## src/rtl/mtw_pkg.sv

```systemverilog
package mtw_pkg;
   localparam int unsigned MTW_DAT_W    = 3;
   localparam int unsigned MTW_SEL_W    = 3;
   localparam int unsigned MTW_MARK_BIT = 2;
   localparam int unsigned MTW_RES_BIT  = 0;
   typedef logic [MTW_DAT_W-1:0] mtw_code_t;
endpackage

```

## src/rtl/mtw_sync.sv

```systemverilog
module mtw_sync #(
   parameter int unsigned W      = 3,
   parameter int unsigned STAGES = 2
) (
   input  logic         clk,
   input  logic         rst_n,
   input  logic [W-1:0] d,
   output logic [W-1:0] q
);
   generate
      if (STAGES < 2) begin : g_bad
         $error("mtw_sync: STAGES must be at least 2");
      end
   endgenerate

   logic [W-1:0] chain [STAGES];

   generate
      for (genvar s = 0; s < STAGES; s++) begin : g_stage
         always_ff @(posedge clk) begin
            if (!rst_n) chain[s] <= '0;
            else if (s == 0) chain[s] <= d;
            else chain[s] <= chain[(s == 0) ? 0 : s-1];
         end
      end
   endgenerate

   assign q = chain[STAGES-1];
endmodule

```

## src/rtl/mtw_settle.sv

```systemverilog
module mtw_settle #(
   parameter int unsigned SETTLE_CYC = 3200
) (
   input  logic clk,
   input  logic rst_n,
   output logic tick
);
   localparam int unsigned CW = (SETTLE_CYC > 1) ? $clog2(SETTLE_CYC) : 1;
   localparam logic [CW-1:0] LAST = CW'(SETTLE_CYC - 1);

   logic [CW-1:0] cnt;

   always_ff @(posedge clk) begin
      if (!rst_n) cnt <= '0;
      else if (cnt == LAST) cnt <= '0;
      else cnt <= cnt + 1'b1;
   end

   assign tick = (cnt == LAST);
endmodule

```

## src/rtl/mtw_capture.sv

```systemverilog
module mtw_capture
   import mtw_pkg::*;
#(
   parameter int unsigned WHEELS = 7,
   parameter int unsigned SEL_W  = MTW_SEL_W,
   parameter int unsigned DAT_W  = MTW_DAT_W
) (
   input  logic                    clk,
   input  logic                    rst_n,
   input  logic                    tick,
   input  logic [SEL_W-1:0]        sel,
   input  logic [DAT_W-1:0]        dat,
   output logic [WHEELS*DAT_W-1:0] frame,
   output logic                    res14,
   output logic                    valid,
   output logic                    err
);
   localparam int unsigned FW = WHEELS * DAT_W;
   localparam logic [SEL_W-1:0] LAST_SEL = SEL_W'(WHEELS);

   logic [FW-1:0] shadow_q, shadow_nx;
   logic          mark_q, res_q;
   logic          cfg_slot, last_slot;

   assign cfg_slot  = tick && (sel == '0);
   assign last_slot = tick && (sel == LAST_SEL);

   always_comb begin
      shadow_nx = shadow_q;
      for (int k = 1; k <= int'(WHEELS); k++) begin
         if (tick && (sel == SEL_W'(k)))
            shadow_nx[(k-1)*DAT_W +: DAT_W] = dat;
      end
   end

   always_ff @(posedge clk) begin
      if (!rst_n) begin
         shadow_q <= '0;
         mark_q   <= 1'b0;
         res_q    <= 1'b0;
         frame    <= '0;
         res14    <= 1'b0;
         valid    <= 1'b0;
         err      <= 1'b0;
      end else begin
         shadow_q <= shadow_nx;
         valid    <= 1'b0;
         if (cfg_slot) begin
            mark_q <= dat[MTW_MARK_BIT];
            res_q  <= dat[MTW_RES_BIT];
         end
         if (last_slot) begin
            if (mark_q) begin
               frame <= shadow_nx;
               res14 <= res_q;
               valid <= 1'b1;
            end else begin
               err <= 1'b1;
            end
         end
      end
   end
endmodule

```

## src/rtl/mtw_scan.sv

```systemverilog
module mtw_scan
   import mtw_pkg::*;
#(
   parameter int unsigned SETTLE_CYC  = 3200,
   parameter int unsigned SYNC_STAGES = 2,
   parameter int unsigned WHEELS      = 7
) (
   input  logic                          clk,
   input  logic                          rst_n,
   input  logic [MTW_DAT_W-1:0]          rd_dat,
   output logic [MTW_SEL_W-1:0]          sel_o,
   output logic [WHEELS*MTW_DAT_W-1:0]   frame_o,
   output logic                          res14_o,
   output logic                          frame_valid_o,
   output logic                          cfg_err_o
);
   generate
      if (WHEELS != (2**MTW_SEL_W) - 1) begin : g_bad_wheels
         $error("mtw_scan: WHEELS must fill the select space minus slot 0");
      end
      if (SETTLE_CYC < SYNC_STAGES + 2) begin : g_bad_settle
         $error("mtw_scan: SETTLE_CYC too short for the synchroniser");
      end
   endgenerate

   logic [MTW_DAT_W-1:0] dat_s;
   logic                 tick;

   mtw_sync #(.W(MTW_DAT_W), .STAGES(SYNC_STAGES)) u_sync (
      .clk(clk), .rst_n(rst_n), .d(rd_dat), .q(dat_s)
   );

   mtw_settle #(.SETTLE_CYC(SETTLE_CYC)) u_settle (
      .clk(clk), .rst_n(rst_n), .tick(tick)
   );

   always_ff @(posedge clk) begin
      if (!rst_n) sel_o <= '0;
      else if (tick) sel_o <= sel_o + 1'b1;
   end

   mtw_capture #(.WHEELS(WHEELS), .SEL_W(MTW_SEL_W), .DAT_W(MTW_DAT_W)) u_cap (
      .clk(clk), .rst_n(rst_n), .tick(tick), .sel(sel_o), .dat(dat_s),
      .frame(frame_o), .res14(res14_o), .valid(frame_valid_o), .err(cfg_err_o)
   );
endmodule

```

## config.mk

```make
export PLATFORM = sky130hd
export DESIGN_NAME = mtw_scan
export DESIGN_NICKNAME = d
export VERILOG_FILES = /design/src/rtl/mtw_pkg.sv /design/src/rtl/mtw_sync.sv /design/src/rtl/mtw_settle.sv /design/src/rtl/mtw_capture.sv /design/src/rtl/mtw_scan.sv
export SDC_FILE = /design/constraint.sdc
export NUM_CORES = 1
export LEC_CHECK = 0
export ABC_AREA = 0
export BUFFER_PORTS_ARGS = -buffer_cell sky130_fd_sc_hd__clkbuf_2
export CAP_MARGIN = 20
export CORE_ASPECT_RATIO = 1.5
export CORE_MARGIN = 1
export CORE_UTILIZATION = 45
export DETAILED_ROUTE_END_ITERATION = 6
export GPL_TIMING_DRIVEN = 0
export HOLD_SLACK_MARGIN = 0.02
export PLACE_DENSITY = 0.73
export SYNTH_ARGS = -nofsm -noshare
export SYNTH_HDL_FRONTEND = slang
export SYNTH_HIERARCHICAL = 1
export SYNTH_SLANG_ARGS = --single-unit
```

## constraint.sdc

```tcl
create_clock -name clk -period 3.7 [get_ports clk]
set_input_delay 0.37 -clock clk [delete_from_list [all_inputs] [get_ports clk]]
set_output_delay 0.37 -clock clk [all_outputs]
set_load 0.01 [all_outputs]
```

After elaboration in Yosys (flattened, before gate mapping)
Memories as Yosys holds them, arrays and structs flattened.
Index checks and enable logic that the tools add are counted.
- add/subtract/negate cells: 2
- eq/ne operators: 8
- multiplexer cells: 12
- bitwise operators: 4
- reduce and logical (&&, ||, !) cells: 13
- operators with widths (cell ; count):
    $mux W3 ; 9
    $add A12 B1 Y12 const B ; 1
    $eq A12 B12 Y1 const B ; 1
    $eq A3 B3 Y1 const B ; 4
    $logic_and A1 B1 Y1 ; 8
    $eq A3 B2 Y1 const B ; 2
    $reduce_and A2 Y1 ; 3
    $add A3 B1 Y3 const B ; 1
    $eq A3 B1 Y1 const B ; 1
    $logic_not A3 Y1 ; 1
    $mux W1 ; 3
    $not A1 Y1 ; 2
    $or A1 B1 Y1 ; 2
    $reduce_or A2 Y1 ; 1
- bits in registers: 62
- RAM bits: 6
- input port bits: 5
- output and inout port bits: 27
- word-level logic and storage cells: 49
- memories kept: 1
- memory list (memory ; words ; width ; rd ports ; clocked after memory_dff ; wr ports ; line ; text):
    u_sync.chain ; 2 ; 3 ; 2 ; 0 ; 2 ; mtw_sync.sv:16 ; logic [W-1:0] chain [STAGES];

Logic depth before layout (Yosys ltp)
- word-level depth: 3
- mapped depth: 7
- gate-level depth less buffers: 6

By module
Netlist, hierarchy kept.
- modules (own cells, without submodules) (module ; times used ; cells each ; area each (µm²) ; seq. area each (µm²)):
    mtw_capture ; 1 ; 179 ; 1821.7 ; 880.8
    mtw_settle ; 1 ; 58 ; 559.3 ; 240.2
    mtw_sync ; 1 ; 12 ; 157.7 ; 120.1
    mtw_scan ; 1 ; 12 ; 127.6 ; 60.1

Least setup slack after synthesis
No wires, ideal clock.
- kind: register -> register
- start point: register u_settle.cnt[0]
- end point: register u_cap.frame[5]
- setup time: 0.072 ns
- data arrival time: 2.604 ns
- required time: 3.628 ns
- setup slack: 1.024 ns
- cell stages (with the launch flop): 8
- buffers on the path: 1
- period minus slack after synthesis: 2.676 ns
- path through: dfxtp_1 -> ha_1 -> nand2_1 -> nor4_1 -> nand4_4 -> nor2_8 -> buf_6 -> mux2i_1
- longest elaborated chain between the ends: 3
- elaborated cells between the ends (all ways): 5
- classes of those cells: eq/ne (1); mux (1); reduce/logical (3)
- ends and longest elaborated chain (item ; line ; text):
    start, declared ; mtw_settle.sv:11 ; logic [CW-1:0] cnt;
    start signal, assigned ; mtw_settle.sv:16 ; else cnt <= cnt + 1'b1;
    $eq A12 B12 Y1 (*) ; mtw_settle.sv:19 ; assign tick = (cnt == LAST);
    named net tick ; mtw_scan.sv:27 ; logic tick;
    $logic_and A1 B1 Y1 (on tied branches) ; mtw_capture.sv:31, mtw_capture.sv:26 ;
    $mux W3 or $reduce_and A2 Y1 (tied branches) ; n/a ;
    end signal, assigned ; mtw_capture.sv:54 ; frame <= shadow_nx;
    end, declared ; mtw_capture.sv:13 ; output logic [WHEELS*DAT_W-1:0] frame,
Mark *: on every way through the listed nets, which the timed path passes. The rest lies on a longest branch.
A chain may end at the register's enable or synchronous reset.

Final worst setup path
- start point: register u_settle.cnt[0]
- end point: register u_cap.frame[16]
The elaborated chain is that of the path after synthesis.

==> qor.yml <==
status: "finished clean"
synthCells: 261
tightest_slew_ns: 0.623
cp-end-kind: "flop"
timing_hold_violations_final: 0
cts_sinks: 65
drc_errors: 0
fin_worst_skew_ns: 0.00869
finalSetupViolCount: 0
dr.pass1.iters: 4
ys_top_cells_by_area: "dfxtp_1, mux2i_1, nand2_1, nor2b_1, and2_1"
yosysWarnings: 6
syn-cell-area_um2: 2670
placementRows: 34
nets: 311
wirelength_mm: 4.63
p_int_mw: 1.06
yosysTopAreaCell: "dfxtp_1"
powerDensity_nw_per_um2: 427
crit_type: "reg -> reg"
switching_share_pct: 20.4
critPathLaunchType: "flop"
synth_cell_types: 35
port_buffers: 31
ctsHoldBuffers: 0
r2r_cells: 8
syn_nets: 268
comb_power_share_pct: 2.6
fmax_ghz: 0.436
grt_first_pass_wirelength_mm: 7.73
p_clk_share_pct: 44.2
cts.reportedPaths.clkPinSlew_ns: 0.07
fp.dieH_um: 96.3
synth-seq-cells: 65
r2r_start: "u_settle/cnt[0]"
p_switching_uw: 272
slew_headroom_pct: 58.3
ant_nets: 0
netlist.area_leader.share_pct: 48.8
max_stage_delay_ns: 0.50
reg2reg_slack_ns: 1.41
crit_end: "u_cap/frame[16]"
syn_to_final_growth_pct: 17.0
clk_path_buf_depth: 2
insertedDiodeCount: 0
rsz0062_at_grt: "no"
dp_hpwl_mm: 3.36
synth-main-ff-cell: "dfxtp_1"
pin_count: 32
antenna_found_initial: 0
r2r_end: "u_cap/frame[16]"
numCtsBuffers: 9
period_needed_ns: 2.29
clk_latency_ns: 0.34
cp-startpoint: "u_settle/cnt[0]"
yosysSeqAreaShare_pct: 48.8
grt_max_degree: 16
grt_pass1_vias: 1739
drtIter0Drc: 90
critPathSlowestCell: "nor4_2"
seqPwrFrac_pct: 53.2
chipWidth_um: 64.9
finalCritPeriodShare_pct: 62.0
via_count: 1858
ir_drop_v: 0.000259
cp.required_ns: 3.97
start_util_pct: 46.4
fin_hold_ws_ns: 0.234
report.final.slew_viol_count: 0
wl_per_cell_um: 12.2
drive_gt1_share_pct: 21.4
synth.avg_cell_area_um2: 10.2
grt_usage_pct: 16.6
h-tree-depth: 3
cp_cell_sequence: "ha_1 -> nand2_1 -> nor4_2 -> buf_4 -> nand4_4 -> nor2_8 -> buf_6 -> mux2i_1"
cts_resized: 0
async_flop_share_pct: 0
gp_congestion: 0.795
clock-root-buffer: "clkbuf_8"
dieArea_um2: 6240
crit_fanout: 10
arrival_ns: 2.56
p_leak_nw: 1.24
drv_cap: 0
holdCritPathClass: "in -> reg"
via_per_inst: 4.89
synth_enable_flop_cells: 0
overflow: 0
setup_tns_ns: 0
post_cts_buffers: 0
cts_tree: "built"
core_um2: 5740
==> layout make-up <==
type	count	area, um^2
fillers	539	2620
flip-flops and latches	65	1300
multi-input cells	175	1260
repair buffers	32	163
clock buffers	12	155
plain buffers	18	96.3
well taps	72	90.1
clock inverters	3	40.0
inverters	3	11.3
==> metrics by stage <==
stage	total power, mW	cell area (um^2)	instances	utilization [%]	setup WS (ns)
finish	1.33	3120	380	54.3	1.41
detailed placement	0.759	2930	365	50.9	1.41
floorplan	0.747	2670	261	-	1.02
global placement	0.758	2910	364	50.7	0.534
CTS	1.35	3120	380	54.3	1.40
global route	1.38	3120	380	54.3	1.16
==> logic make-up (layout without fill, tap and decap cells) <==
group                    count (synthesis)  count (layout)  synth area share, %
multiplexers                            44              44                 16.5
AND/OR/NAND/NOR                        109             109                 23.7
adder cells (fa/ha/maj)                  2               2                0.938
flip-flops                              65              65                 48.8
buffers and inverters                   21              68                 4.04
XOR/XNOR                                 4               4                 1.31
AO/OA/AOI/OAI                           16              16                 4.65
==> power groups by stage <==
stage               sequential (mW)  clock (mW)  combinational, mW
floorplan                     0.723           0             0.0236
global placement              0.724           0             0.0349
detailed placement            0.724           0             0.0352
CTS                           0.708       0.602             0.0354
global route                  0.708       0.633             0.0387
finish                        0.708       0.589             0.0350
==> flip-flops by register name, summed over array words and instances (netlist names) <==
name / cells
u_cap/res14: 1
u_sync/chain: 6
u_cap/shadow_q: 18
sel_o: 3
u_settle/cnt: 12
u_cap/mark_q: 1
u_cap/valid: 1
u_cap/err: 1
u_cap/frame: 21
u_cap/res_q: 1
==> worst min path at each step <==
| stage | from | end | slack (ns) | cells past startpoint |
|---|---|---|---|---|
| 2_1_floorplan | u_sync/chain[0][1] | u_sync/chain[1][1] | 0.41 | 1 |
| 3_3_place_gp | u_sync/chain[0][1] | u_sync/chain[1][1] | 0.41 | 1 |
| 3_5_place_dp | u_sync/chain[0][1] | u_sync/chain[1][1] | 0.41 | 1 |
| 4_1_cts | rd_dat[2] | u_sync/chain[0][2] | 0.23 | 2 |
| 5_1_grt | rd_dat[0] | u_sync/chain[0][0] | 0.23 | 2 |
| 6_report | rd_dat[0] | u_sync/chain[0][0] | 0.23 | 2 |
==> per-layer routing <==
layer  up-vias  wire length (um)  global-route usage (%)
met5         -                 0                       0
met4         0               126                    10.6
met3        11               177                    3.91
met2        36              2310                    28.5
met1       844              2020                    18.1
li1        967                 -                       -
==> critical path, delay by kind of cell, from the launching register on <==
family,cells,cell delay [ns]
adders and majority gates,1,0.22
buffers and inverters,2,0.44
DFF,1,0.36
muxes,1,0.20
and+or+nand+nor,4,1.01
==> layout by cell type, fill, tap and decap left out, types with 4 or more instances in the layout <==
cell and n:
clkbuf_2 31, a21oi_1 5, xor2_1 4, nor2_1 5
mux2i_1 44, nor2b_1 21, clkbuf_8 11, clkbuf_1 11
nand2_1 50, and2_1 9, buf_2 5, dfxtp_1 65
==> synth_stat cells (all sizes together) (4+ instances only) <==
cell / number
and2: 9
dfxtp: 65
nand2: 50
clkbuf: 10
xor2: 4
buf: 8
nor2b: 21
a21oi: 6
mux2i: 44
nor2: 6
No activity file was read; power rests on OpenSTA's default activity.
